$ cat src/rtl/flagalu_pkg.sv
// Package: shared types and flag bit positions for the 8-bit flag ALU.
// Assumes an 8-bit flag byte. Bit positions are fixed because downstream
// condition logic decodes them.
package flagalu_pkg;

    typedef enum logic [1:0] {
        OP_XOR = 2'b00,
        OP_CMP = 2'b01,
        OP_INC = 2'b10,
        OP_DEC = 2'b11
    } alu_op_e;

    localparam int FLG_S  = 7;
    localparam int FLG_Z  = 6;
    localparam int FLG_X5 = 5;
    localparam int FLG_H  = 4;
    localparam int FLG_X3 = 3;
    localparam int FLG_PV = 2;
    localparam int FLG_N  = 1;
    localparam int FLG_C  = 0;

    // Status produced by one execution unit before it is packed into a flag byte.
    typedef struct packed {
        logic s;
        logic z;
        logic h;
        logic pv;
        logic n;
        logic c;
    } alu_stat_t;

endpackage

$ cat src/rtl/flagalu_logic.sv
// Module: exclusive-OR unit with its even-parity status.
// Assumes DATA_W >= 2. H, N and C are forced low; P/V carries the parity.
module flagalu_logic
    import flagalu_pkg::*;
#(
    parameter int DATA_W = 8
) (
    input  logic [DATA_W-1:0] a_i,
    input  logic [DATA_W-1:0] b_i,
    output logic [DATA_W-1:0] res_o,
    output alu_stat_t         stat_o
);

    logic [DATA_W-1:0] x_w;
    logic [DATA_W:0]   par_chain;

    assign x_w = a_i ^ b_i;

    // Build the parity as a ripple chain so the width follows DATA_W.
    assign par_chain[0] = 1'b0;
    for (genvar gi = 0; gi < DATA_W; gi++) begin : g_par
        assign par_chain[gi+1] = par_chain[gi] ^ x_w[gi];
    end

    // Pack the logic status: the parity flag is set for an even count of ones.
    always_comb begin
        stat_o    = '0;
        stat_o.s  = x_w[DATA_W-1];
        stat_o.z  = (x_w == '0);
        stat_o.pv = ~par_chain[DATA_W];
        stat_o.h  = 1'b0;
        stat_o.n  = 1'b0;
        stat_o.c  = 1'b0;
    end

    assign res_o = x_w;

endmodule

$ cat src/rtl/flagalu_arith.sv
// Module: shared adder for compare, increment and decrement.
// Compare subtracts the operand from the accumulator. Increment and decrement
// add or subtract one from the operand. Carry/borrow out of the nibble
// boundary and out of the top bit, and signed overflow, are all taken from
// the same addition. The c field is the raw borrow/carry out of the top bit;
// the top module decides whether it is used.
module flagalu_arith
    import flagalu_pkg::*;
#(
    parameter int DATA_W = 8,
    parameter int NIB_W  = 4
) (
    input  alu_op_e           op_i,
    input  logic [DATA_W-1:0] acc_i,
    input  logic [DATA_W-1:0] opnd_i,
    output logic [DATA_W-1:0] res_o,
    output alu_stat_t         stat_o
);

    localparam int MSB = DATA_W - 1;

    logic              sub_w;
    logic [DATA_W-1:0] x_w;
    logic [DATA_W-1:0] y_w;
    logic [DATA_W-1:0] y_eff;
    logic [DATA_W:0]   sum_w;
    logic [NIB_W:0]    lo_w;
    logic              ovf_w;

    // Select the adder operands and direction for the requested operation.
    always_comb begin
        sub_w = (op_i == OP_CMP) || (op_i == OP_DEC);
        if (op_i == OP_CMP) begin
            x_w = acc_i;
            y_w = opnd_i;
        end else begin
            x_w = opnd_i;
            y_w = DATA_W'(1);
        end
        y_eff = sub_w ? ~y_w : y_w;
    end

    // Full-width and low-nibble sums; subtraction adds the inverted operand plus one.
    always_comb begin
        sum_w = {1'b0, x_w} + {1'b0, y_eff} + {{DATA_W{1'b0}}, sub_w};
        lo_w  = {1'b0, x_w[NIB_W-1:0]} + {1'b0, y_eff[NIB_W-1:0]}
              + {{NIB_W{1'b0}}, sub_w};
    end

    // Signed overflow: the result sign disagrees with the sign the operands imply.
    always_comb begin
        if (sub_w)
            ovf_w = (x_w[MSB] != y_w[MSB]) && (sum_w[MSB] != x_w[MSB]);
        else
            ovf_w = (x_w[MSB] == y_w[MSB]) && (sum_w[MSB] != x_w[MSB]);
    end

    // Convert carries into borrows for subtraction and pack the status.
    always_comb begin
        stat_o    = '0;
        stat_o.s  = sum_w[MSB];
        stat_o.z  = (sum_w[DATA_W-1:0] == '0);
        stat_o.h  = sub_w ? ~lo_w[NIB_W] : lo_w[NIB_W];
        stat_o.pv = ovf_w;
        stat_o.n  = sub_w;
        stat_o.c  = sub_w ? ~sum_w[DATA_W] : sum_w[DATA_W];
    end

    assign res_o = sum_w[DATA_W-1:0];

endmodule

$ cat src/rtl/flagalu_flagreg.sv
// Module: flag holding register with a load strobe.
// Synchronous active-low reset clears it to zero; without load it holds.
module flagalu_flagreg #(
    parameter int FLAG_W = 8
) (
    input  logic              clk,
    input  logic              rst_n,
    input  logic              load_i,
    input  logic [FLAG_W-1:0] d_i,
    output logic [FLAG_W-1:0] q_o
);

    // Hold or update the stored flags on each rising edge.
    always_ff @(posedge clk) begin
        if (!rst_n)
            q_o <= '0;
        else if (load_i)
            q_o <= d_i;
    end

endmodule

$ cat src/rtl/flagalu_top.sv
// Module: 8-bit ALU top with write-back control and a registered flag byte.
// Chooses between the logic and arithmetic units, applies the rule for
// each operation (which flags are kept), and drives the write-back enable and
// destination. Assumes op_sel, acc_in, opnd_in and flags_in are stable
// around each rising edge where flag_en is high.
module flagalu_top
    import flagalu_pkg::*;
#(
    parameter int DATA_W = 8,
    parameter int NIB_W  = DATA_W / 2
) (
    input  logic              clk,
    input  logic              rst_n,
    input  logic [1:0]        op_sel,
    input  logic [DATA_W-1:0] acc_in,
    input  logic [DATA_W-1:0] opnd_in,
    input  logic [7:0]        flags_in,
    input  logic              flag_en,
    output logic [DATA_W-1:0] result_out,
    output logic              wr_en,
    output logic              wr_dst,
    output logic [7:0]        flags_next,
    output logic [7:0]        flags_q
);

    localparam int FLAG_W = 8;

    alu_op_e           op_w;
    logic [DATA_W-1:0] log_res;
    logic [DATA_W-1:0] ari_res;
    alu_stat_t         log_stat;
    alu_stat_t         ari_stat;
    alu_stat_t         sel_stat;

    assign op_w = alu_op_e'(op_sel);

    flagalu_logic #(.DATA_W(DATA_W)) logic_i (
        .a_i    (acc_in),
        .b_i    (opnd_in),
        .res_o  (log_res),
        .stat_o (log_stat)
    );

    flagalu_arith #(.DATA_W(DATA_W), .NIB_W(NIB_W)) arith_i (
        .op_i   (op_w),
        .acc_i  (acc_in),
        .opnd_i (opnd_in),
        .res_o  (ari_res),
        .stat_o (ari_stat)
    );

    // Pick the result and status from the unit that owns this operation.
    always_comb begin
        if (op_w == OP_XOR) begin
            result_out = log_res;
            sel_stat   = log_stat;
        end else begin
            result_out = ari_res;
            sel_stat   = ari_stat;
        end
    end

    // Write-back: compare writes nothing; increment/decrement go back to memory.
    always_comb begin
        unique case (op_w)
            OP_XOR:  begin wr_en = 1'b1; wr_dst = 1'b0; end
            OP_CMP:  begin wr_en = 1'b0; wr_dst = 1'b0; end
            OP_INC:  begin wr_en = 1'b1; wr_dst = 1'b1; end
            default: begin wr_en = 1'b1; wr_dst = 1'b1; end
        endcase
    end

    // Pack the flag byte: pass through bits 5 and 3; keep carry for INC/DEC.
    always_comb begin
        flags_next          = flags_in;
        flags_next[FLG_S]   = sel_stat.s;
        flags_next[FLG_Z]   = sel_stat.z;
        flags_next[FLG_H]   = sel_stat.h;
        flags_next[FLG_PV]  = sel_stat.pv;
        flags_next[FLG_N]   = sel_stat.n;
        if ((op_w == OP_INC) || (op_w == OP_DEC))
            flags_next[FLG_C] = flags_in[FLG_C];
        else
            flags_next[FLG_C] = sel_stat.c;
    end

    flagalu_flagreg #(.FLAG_W(FLAG_W)) freg_i (
        .clk    (clk),
        .rst_n  (rst_n),
        .load_i (flag_en),
        .d_i    (flags_next),
        .q_o    (flags_q)
    );

endmodule

$ cat config.mk
export PLATFORM = sky130hd
export DESIGN_NAME = flagalu_top
export DESIGN_NICKNAME = d
export VERILOG_FILES = /design/src/rtl/flagalu_pkg.sv /design/src/rtl/flagalu_logic.sv /design/src/rtl/flagalu_arith.sv /design/src/rtl/flagalu_flagreg.sv /design/src/rtl/flagalu_top.sv
export SDC_FILE = /design/constraint.sdc
export NUM_CORES = 1
export LEC_CHECK = 0
export ABC_AREA = 1
export BUFFER_PORTS_ARGS = -buffer_cell sky130_fd_sc_hd__buf_2
export CAP_MARGIN = 25
export CORE_UTILIZATION = 25
export CTS_CLUSTER_DIAMETER = 30
export DETAILED_ROUTE_END_ITERATION = 7
export MAX_ROUTING_LAYER = met4
export PLACE_DENSITY = 0.54
export SETUP_SLACK_MARGIN = 0.5
export SLEW_MARGIN = 5
export SYNTH_ARGS = -nofsm -noshare
export SYNTH_HDL_FRONTEND = slang
export SYNTH_SLANG_ARGS = --single-unit
$ cat constraint.sdc
create_clock -name clk -period 2.7 [get_ports clk]
set_input_delay 0.405 -clock clk [delete_from_list [all_inputs] [get_ports clk]]
set_output_delay 0.405 -clock clk [all_outputs]
set_load 0.01 [all_outputs]
==> results of run 1 <==
==> layer usage <==
layer	global-route usage	up-vias	share of wire
met5	-	-	0
met4	0.0126	0	0.0023
met3	0.0190	2	0.030
met2	0.276	20	0.53
met1	0.206	761	0.44
li1	-	861	-
==> tightest hold or removal path: cells and delay by family <==
family,cells,cell delay (ps)
buf+inv,1,80
simple gates,2,120
==> metrics by stage <==
| step | worst slack [ps] | TNS (ps) | total power, mW | hold WS [ps] | utilization |
|---|---|---|---|---|---|
| floorplan | 339 | 0 | 0.433 | 533 | - |
| global placement | -121 | -214 | 0.603 | 485 | 0.385 |
| detailed placement | -107 | -207 | 0.606 | 488 | 0.385 |
| CTS | 42.5 | 0 | 0.797 | 409 | 0.430 |
| global route | -74.6 | -241 | 0.984 | 416 | 0.495 |
| finish | 39.7 | 0 | 0.917 | 411 | 0.495 |
==> cell type report <==
class	instances	area, µm²	share of cell area
repair buffers	92	679	0.281
flip-flops and latches	8	160	0.0663
well taps	67	83.8	0.0347
clock buffers	3	41.3	0.0171
multi-input cells	174	1330	0.550
inverters	26	121	0.0503
==> final timing paths <==
| check | endpoint |
|---|---|
| worst max register to register | freg_i.q_o[0]$_SDFFE_PN0P_ |
| worst min-delay path | freg_i.q_o[3]$_SDFFE_PN0P_ |
| worst max-delay path | flags_next[7] |
| worst min register to register | freg_i.q_o[5]$_SDFFE_PN0P_ |
==> power breakdown <==
part	switching [mW]	leakage (nW)	total, mW	internal, mW
Sequential	0.00408	0.0664	0.132	0.128
Clock	0.0476	0.0216	0.144	0.0966
Combinational	0.335	1.17	0.641	0.305
Total	0.387	1.26	0.917	0.530
==> synthesized netlist by cell type (all sizes together) <==
library cell,n,area share
a21boi,1,0.0057
a21oi,12,0.049
a31oi,2,0.0096
buf,8,0.041
dfxtp,8,0.12
dlygate4sd1,1,0.0067
fa,1,0.015
ha,8,0.077
inv,26,0.077
nand2,67,0.24
nand3,16,0.073
nand3b,1,0.0057
nand4,2,0.0096
nor2,30,0.092
nor3,1,0.0038
o21ai,15,0.060
or2,2,0.0096
xnor2,5,0.033
xor2,11,0.074
==> repair_timing <==
item,CTS,global route
buffers inserted,8,7
pin swaps,22,41
setup endpoints to repair,16,14
resized for setup,32,59
==> kinds of logic after synthesis <==
family	count (synthesis)	share of synthesized area
compound gates	30	0.124
simple gates	119	0.430
buf+inv	35	0.124
flops	8	0.122
fa+ha+maj	9	0.0919
xor+xnor	16	0.107
==> results.sh, run 1 <==
export IMPL_grt_pass1_vias=1519
export IMPL_crit_arrival_ps=2260
export IMPL_cts_sinks=8
export IMPL_antenna_found_initial=0
export IMPL_tightestPinTransition_ps=321
export IMPL_hold_depth=3
export IMPL_synthesis_nets=255
export IMPL_r2r_cells=4
export IMPL_num_rows=25
export IMPL_instances_no_fill=370
export IMPL_die_w_um=74.3
export IMPL_top_regs="freg_i.q_o x8"
export IMPL_cpMaxStageDelayCell="ha_4"
export IMPL_regMostFlops="freg_i.q_o"
export IMPL_cp_data_required_time_ps=2300
export IMPL_outcome="finished, final reports clean"
export IMPL_dpl_cell_count=352
export IMPL_antenna_cells=0
export IMPL_gp_congestion=0.820
export IMPL_drcViolationCount=0
export IMPL_vias_per_cell=4.44
export IMPL_synthCells=217
export IMPL_cts_buffers=3
export IMPL_io_pins=55
export IMPL_ys_warn_count=0
export IMPL_dpl_instance_area_um2=1880
export IMPL_path_depth=17
export IMPL_r2r_start="freg_i.q_o[0]$_SDFFE_PN0P_"
export IMPL_leakage_nw=1.26
export IMPL_fin_crit_ps=2660
export IMPL_cp_top_family="simple AND/OR/NAND/NOR gates"
export IMPL_die_y_um=74.3
export IMPL_p_per_area_nw_per_um2=380
export IMPL_initial_utilization=0.268
export IMPL_path_clk_slew_ps=40
export IMPL_wl_per_cell_um=11.8
export IMPL_end_kind="primary output"
export IMPL_dp_hpwl_mm=3.26
export IMPL_ant_nets=0
export IMPL_ir_drop_mv=0.201
export IMPL_tritoncts="yes"
export IMPL_layout_common_cells="buf_2, nand2_1, buf_4"
export IMPL_portBuffers=49
export IMPL_setup_violations=0
export IMPL_final_area_um2=2410
export IMPL_rsz0062_at_grt="yes"
export IMPL_cts_root_buf="clkbuf_8"
export IMPL_grtUsageTotal=0.159
export IMPL_worstSetupStartpoint="op_sel[1]"
export IMPL_post_route_period_util=0.985
export IMPL_gr_total_overflow=0
export IMPL_netlist_area_um2=1310
export IMPL_core_um2=4880
export IMPL_drt_first_iter_violations=80
export IMPL_clock_path_buffers=2
export IMPL_dieArea_um2=5520
export IMPL_critPathMaxFanout=5
export IMPL_r2r_slack_ps=2030
export IMPL_layout_drive_gt1_share=0.568
export IMPL_routed_wl_mm=4.38
export IMPL_grt_pass1_wl_mm=6.68
export IMPL_final_net_count=343
export IMPL_worstSkewPairLatency_ps=230
export IMPL_postSynthAreaPerCell_um2=6.03
export IMPL_syn_to_final_growth_pct=84.7
export IMPL_fillCellCount=510
export IMPL_cts_hold_buf=0
export IMPL_grt_max_degree=13
export IMPL_skew_ps=0
export IMPL_hold_viol=0
export IMPL_crit_type="in2out"
export IMPL_path_cells="buf_12 -> nor2_4 -> buf_12 -> buf_6 -> nand2_2 -> nand2_2 -> ha_4 -> nand2_1 -> nand2_1 -> nand2_1 -> nand2_2 -> a21oi_4 -> nand2_4 -> nand2_4 -> nand2_4 -> o21ai_4 -> buf_6"
export IMPL_largest_reg_flops=8
export IMPL_yosys_register_bits=8
export IMPL_cp_slowest_stage_delay_ps=220
export IMPL_clock_fmax_ghz=0.376
export IMPL_hold_start="flags_in[3]"
export IMPL_slew_headroom=0.785
export IMPL_dr_pass1_iters=4
export IMPL_hold_class="in2reg"
export IMPL_synth_distinct_cells=31
export IMPL_critPathLaunchType="input port"
export IMPL_drv_cap=0
export IMPL_cts_max_level=1
export IMPL_final_common_cell="buf_2"
export IMPL_cp_num_buf_inv=4
export IMPL_via_count=1644
export IMPL_final_max_slew_viol_count=0
export IMPL_ys_seq_area_frac=0.122
Note: power is estimated with default switching activity, not from simulation.
==> inputs of run 2 (changes only) <==
--- a/config.mk
+++ b/config.mk
@@ -8,11 +8,11 @@
 export ABC_AREA = 1
 export BUFFER_PORTS_ARGS = -buffer_cell sky130_fd_sc_hd__buf_2
 export CAP_MARGIN = 25
-export CORE_UTILIZATION = 25
+export CORE_UTILIZATION = 42
 export CTS_CLUSTER_DIAMETER = 30
 export DETAILED_ROUTE_END_ITERATION = 7
 export MAX_ROUTING_LAYER = met4
-export PLACE_DENSITY = 0.54
+export PLACE_DENSITY = 0.75
 export SETUP_SLACK_MARGIN = 0.5
 export SLEW_MARGIN = 5
 export SYNTH_ARGS = -nofsm -noshare
==> run 2 against run 1 <==
  * The flow now finishes with violations (design-rule violations)
  * Register-to-register slack is essentially flat
  * Sequential share of layout area grew 0.69 points
  * Combinational power shrank 6.4%
  * Die area shrank 40%
  * Worst setup slack gained 33 ps
  * Non-clock buffer count shrank 7
  * Routed wire length shrank 0.32%
  * Hold slack gained 2.8 ps
  * Power shrank 10%
==> results.sh, run 2 (synthesis results as in run 1) <==
export IMPL_path_clk_slew_ps=50
export IMPL_via_count=1696
export IMPL_critPathLaunchType="input port"
export IMPL_grt_pass1_vias=1382
export IMPL_initial_utilization=0.458
export IMPL_multiInputGateArea_um2=1250
export IMPL_worstSkewPairLatency_ps=250
export IMPL_violations="design-rule violations"
export IMPL_antenna_found_initial=0
export IMPL_final_net_count=336
export IMPL_drcViolationCount=3
export IMPL_gp_congestion=0.912
export IMPL_dieArea_um2=3340
export IMPL_dp_hpwl_mm=2.96
export IMPL_gr_total_overflow=0
export IMPL_critPathMaxFanout=4
export IMPL_fin_hold_ws_ps=414
export IMPL_clock_path_buffers=2
export IMPL_tritoncts="yes"
export IMPL_leakage_nw=1.19
export IMPL_drv_cap=0
export IMPL_drt_first_iter_violations=127
export IMPL_cts_sinks=8
export IMPL_vias_per_cell=5.19
export IMPL_io_pins=55
export IMPL_grt_pass1_wl_mm=6.20
export IMPL_cts_buffers=3
export IMPL_hold_viol=0
export IMPL_crit_type="in2out"
export IMPL_top_regs="freg_i.q_o x8"
export IMPL_antenna_cells=0
export IMPL_post_route_period_util=0.973
export IMPL_hold_class="in2reg"
export IMPL_regMostFlops="freg_i.q_o"
export IMPL_die_y_um=57.8
export IMPL_grtUsageTotal=0.244
export IMPL_outcome="complete, but fails checks"
export IMPL_regArea_um2=160
export IMPL_setup_violations=0
export IMPL_routed_wl_mm=4.37
export IMPL_layout_common_cells="buf_2, nand2_1, buf_4"
export IMPL_tightestPinTransition_ps=368
export IMPL_largest_reg_flops=8
export IMPL_die_w_um=57.8
export IMPL_crit_arrival_ps=2220
export IMPL_p_per_area_nw_per_um2=376
export IMPL_slew_headroom=0.754
export IMPL_core_um2=2850
export IMPL_cts_max_level=1
export IMPL_final_max_slew_viol_count=0
export IMPL_portBuffers=49
export IMPL_num_rows=19
export IMPL_end_kind="primary output"
export IMPL_layout_drive_gt1_share=0.503
export IMPL_clock_fmax_ghz=0.381
export IMPL_dr_pass1_iters=8
export IMPL_final_common_cell="buf_2"
export IMPL_instances_no_fill=327
export IMPL_grt_max_degree=13
export IMPL_final_area_um2=2190
export IMPL_cts_hold_buf=0
export IMPL_dpl_cell_count=313
export IMPL_syn_to_final_growth_pct=67.3
export IMPL_ir_drop_mv=0.204
export IMPL_wl_per_cell_um=13.4
export IMPL_fin_crit_ps=2630
export IMPL_dpl_instance_area_um2=1810
export IMPL_cts_root_buf="clkbuf_4"
export IMPL_skew_ps=0
export IMPL_fillCellCount=187
export IMPL_cp_data_required_time_ps=2300
export IMPL_rsz0062_at_grt="yes"
export IMPL_ant_nets=0
[run 2: changes by cell type in the layout (fill, tap and decap cells not counted), moves of 3 or more]
| cell | previous run | this run |
|---|---|---|
| buf_6 | 17 | 11 |
| clkbuf_4 | 0 | 3 |
| clkbuf_8 | 3 | 0 |
| nor2_1 | 25 | 28 |
| nor2_2 | 4 | 1 |
| o21ai_2 | 4 | 1 |
[run 2: power by group]
group          switching, mW  leakage [nW]  total [mW]  internal [mW]
Sequential           0.00374        0.0664       0.131          0.128
Combinational          0.321          1.11       0.600          0.278
Clock                 0.0408        0.0138      0.0917         0.0509
Total                  0.366          1.19       0.823          0.457
[run 2: area by class of cell]
cell class / count / share of cell area
multi-input combinational: 174 / 0.572
clock buffer: 3 / 0.0103
tap: 31 / 0.0177
sequential: 8 / 0.0732
timing repair buffer: 85 / 0.273
inverter: 26 / 0.0543
[run 2: metal layers]
| metal | GRT usage | vias to the layer above | share of wire |
|---|---|---|---|
| met5 | - | - | 0 |
| met3 | 0.0201 | 8 | 0.047 |
| met4 | 0.0510 | 0 | 0.015 |
| li1 | - | 841 | - |
| met1 | 0.307 | 783 | 0.43 |
| met2 | 0.430 | 64 | 0.50 |
[run 2: worst max-delay path: stages]
cell and delay (ps):
buf_12 120, nor2_4 170, nand2_2 100, nand2_4 80
inv_2 40, fa_2 370, nand3b_1 220, nand3_2 110
nand2_2 60, nor2_1 90, nand3_1 60, nor2_1 110
nand3_2 100, nand2_2 80, buf_6 100
[run 2: path summary, 6_finish.rpt]
path	end	depth (start not counted)	startpoint	slack [ps]
min	freg_i.q_o[3]$_SDFFE_PN0P_	3	flags_in[3]	410
min reg2reg	freg_i.q_o[5]$_SDFFE_PN0P_	2	freg_i.q_o[5]$_SDFFE_PN0P_	510
max reg2reg	freg_i.q_o[0]$_SDFFE_PN0P_	4	freg_i.q_o[0]$_SDFFE_PN0P_	2030
max	flags_next[6]	15	op_sel[1]	70
[run 2: what timing repair did]
action,4_1_cts,5_1_grt
gates resized for setup,28,37
endpoints found under the setup margin,13,15
setup buffers,6,5
pin swaps,21,20
gates cloned,0,0
[run 2: stage by stage]
| step | worst slack [ps] | total power [mW] | utilization | setup TNS, ps |
|---|---|---|---|---|
| 4_1_cts | 108 | 0.738 | 0.700 | 0 |
| 6_report | 72.9 | 0.823 | 0.767 | 0 |
| 3_5_place_dp | -38.6 | 0.596 | 0.635 | -71.2 |
| 5_1_grt | -17.7 | 0.883 | 0.767 | -17.7 |
| 3_3_place_gp | -28.0 | 0.590 | 0.635 | -28.0 |
| 2_1_floorplan | 339 | 0.433 | - | 0 |
==> inputs of run 3 (changes only) <==
--- a/config.mk
+++ b/config.mk
@@ -12,9 +12,10 @@
 export CTS_CLUSTER_DIAMETER = 30
 export DETAILED_ROUTE_END_ITERATION = 7
 export MAX_ROUTING_LAYER = met4
-export PLACE_DENSITY = 0.75
+export PLACE_DENSITY = 0.71
 export SETUP_SLACK_MARGIN = 0.5
 export SLEW_MARGIN = 5
 export SYNTH_ARGS = -nofsm -noshare
 export SYNTH_HDL_FRONTEND = slang
+export SYNTH_HIERARCHICAL = 1
 export SYNTH_SLANG_ARGS = --single-unit
==> run 3 against run 2 <==
  * The flow now finishes without violations
  * Power increased by 13%
  * Via count rose by 21%
  * Sequential power about the same
  * Largest power group unchanged
==> results.sh, run 3 <==
export IMPL_syn_to_final_growth_pct=51.7
export IMPL_vias_per_cell=4.78
export IMPL_largest_reg_flops=8
export IMPL_ant_nets=0
export IMPL_p_per_area_nw_per_um2=361
export IMPL_fillCellCount=302
export IMPL_grtUsageTotal=0.225
export IMPL_rsz0062_at_grt="yes"
export IMPL_grt_pass1_wl_mm=7.51
export IMPL_fin_crit_ps=2700
export IMPL_worstSkewPairLatency_ps=220
export IMPL_synth_area_leader_cell="nand2_1"
export IMPL_hold_viol=0
export IMPL_portBuffers=49
export IMPL_ir_drop_mv=0.161
export IMPL_cpMaxStageDelayCell="fa_2"
export IMPL_clock_path_buffers=2
export IMPL_setup_violations=0
export IMPL_drv_cap=0
export IMPL_via_count=2050
export IMPL_outcome="finished, final reports clean"
export IMPL_synth_edf_count=0
export IMPL_core_um2=3770
export IMPL_cts_root_buf="clkbuf_8"
export IMPL_crit_type="in2out"
export IMPL_hold_class="reg2reg"
export IMPL_tns_ps=0
export IMPL_tritoncts="yes"
export IMPL_ys_warn_count=6
export IMPL_drt_first_iter_violations=87
export IMPL_regMostFlops="freg_i/q_o"
export IMPL_synth_top_cells_by_count="nand2_1, inv_1, nor2_1, nand3_1, o21ai_0"
export IMPL_cts_sinks=8
export IMPL_synth_top_area_share=0.284
export IMPL_path_cells="buf_8 -> inv_8 -> a21oi_2 -> inv_1 -> fa_2 -> inv_2 -> nand4_1 -> buf_4 -> a31oi_4 -> nor2_2 -> nand2_1 -> nand2_1 -> nand3_2 -> nand3_2 -> buf_6"
export IMPL_synthArstFlopShare=0
export IMPL_dpl_cell_count=417
export IMPL_netlist_area_um2=1690
export IMPL_cp_data_required_time_ps=2300
export IMPL_skew_ps=0
export IMPL_final_common_cell="nand2_1"
export IMPL_num_rows=22
export IMPL_cp_top_family="buffers and inverters"
export IMPL_cts_max_level=1
export IMPL_finalWorstSetupSlack_ps=3.47
export IMPL_dr_pass1_iters=4
export IMPL_path_clk_slew_ps=40
export IMPL_synth_most_common_cell="nand2_1"
export IMPL_layout_drive_gt1_share=0.472
export IMPL_gp_congestion=0.873
export IMPL_antenna_found_initial=0
export IMPL_initial_utilization=0.448
export IMPL_layout_common_cells="nand2_1, buf_2, nand2_2"
export IMPL_end_kind="primary output"
export IMPL_post_place_ws_ps=-104
export IMPL_postSynthAreaPerCell_um2=5.38
export IMPL_grt_max_degree=17
export IMPL_antenna_cells=0
export IMPL_routed_wl_mm=4.96
export IMPL_critPathMaxFanout=9
export IMPL_yosys_register_bits=8
export IMPL_critPathLaunchType="input port"
export IMPL_dieArea_um2=4280
export IMPL_wl_per_cell_um=11.6
export IMPL_io_pins=55
export IMPL_grt_pass1_vias=1788
export IMPL_post_route_period_util=0.999
export IMPL_final_max_slew_viol_count=0
export IMPL_gr_total_overflow=0
export IMPL_clock_fmax_ghz=0.371
export IMPL_cp_num_buf_inv=6
export IMPL_die_w_um=65.4
export IMPL_top_regs="freg_i/q_o x8"
export IMPL_utilization=0.680
export IMPL_drcViolationCount=0
export IMPL_synth_top_cells_by_area="nand2_1, dfxtp_1, inv_1"
export IMPL_synth_flop_cell="dfxtp_1"
export IMPL_cts_buffers=3
export IMPL_cp_slowest_stage_delay_ps=400
export IMPL_leakage_nw=1.43
export IMPL_dp_hpwl_mm=3.56
export IMPL_synthCells=314
export IMPL_crit_arrival_ps=2290
export IMPL_ys_seq_area_frac=0.0947
export IMPL_synth_distinct_cells=32
export IMPL_instances_no_fill=429
export IMPL_final_net_count=421
export IMPL_die_y_um=65.4
run 3: changes by cell type after synthesis, moves of 6 or more:
cell	change
buf_4	+8
inv_1	+17
nand2_1	+72
xor2_1	-8
nand2_2	+6
inv_2	+6
run 3: area by class of cell:
type | count | area (µm²) | share of cell area
Clock buffer | 3 | 41.3 | 0.0161
Inverter | 50 | 224 | 0.0873
Multi-Input combinational cell | 241 | 1530 | 0.597
Sequential cell | 8 | 160 | 0.0624
Tap cell | 48 | 60.1 | 0.0234
Timing Repair Buffer | 79 | 548 | 0.214
run 3: cells by family after synthesis:
family | count (synthesis) | synth area share
other | 1 | 0.00222
AO/OA/AOI/OAI | 28 | 0.0896
buffers and inverters | 68 | 0.205
AND/OR/NAND/NOR | 194 | 0.502
flip-flops | 8 | 0.0947
adder cells (fa/ha/maj) | 9 | 0.0711
XOR/XNOR | 6 | 0.0355
run 3: power breakdown:
group	internal, mW	switching (mW)	total (mW)
logic	0.292	0.363	0.655
clock network	0.0962	0.0428	0.139
registers	0.128	0.00409	0.132
total	0.516	0.410	0.926
run 3: stage by stage:
step,area [µm²],hold WS [ps],total power [mW]
floorplan,1830,492,0.494
global placement,2150,451,0.647
detailed placement,2150,461,0.657
CTS,2340,466,0.841
global route,2560,492,0.999
finish,2560,465,0.926
run 3: what timing repair did:
item                                    CTS  global route
endpoints found under the setup margin   15            16
pin swaps                                11            25
cloned                                    1             0
resized for setup                        30            57
hold buffers                              0             0
buffers inserted                          3             5
run 3: per-layer routing:
metal | vias to the layer above | wire length, µm | global-route usage
met5 | - | 0 | -
met3 | 6 | 164 | 0.0122
li1 | 1081 | - | -
met4 | 0 | 42 | 0.0326
met1 | 920 | 2150 | 0.275
met2 | 43 | 2600 | 0.414
run 3: worst register-to-register path, cell delays in order (launching register included):
cell	delay, ps
dfxtp_1	300
nor2_1	90
nor2_1	50
run 3: worst paths after layout:
path	start	end	slack, ps	depth (start not counted)
worst max-delay path	op_sel[0]	flags_next[0]	3	15
worst max register to register	freg_i/q_o[5]$_SDFFE_PN0P_	freg_i/q_o[5]$_SDFFE_PN0P_	2160	2
worst min-delay path	freg_i/q_o[3]$_SDFFE_PN0P_	freg_i/q_o[3]$_SDFFE_PN0P_	460	2
worst min register to register	freg_i/q_o[3]$_SDFFE_PN0P_	freg_i/q_o[3]$_SDFFE_PN0P_	460	2
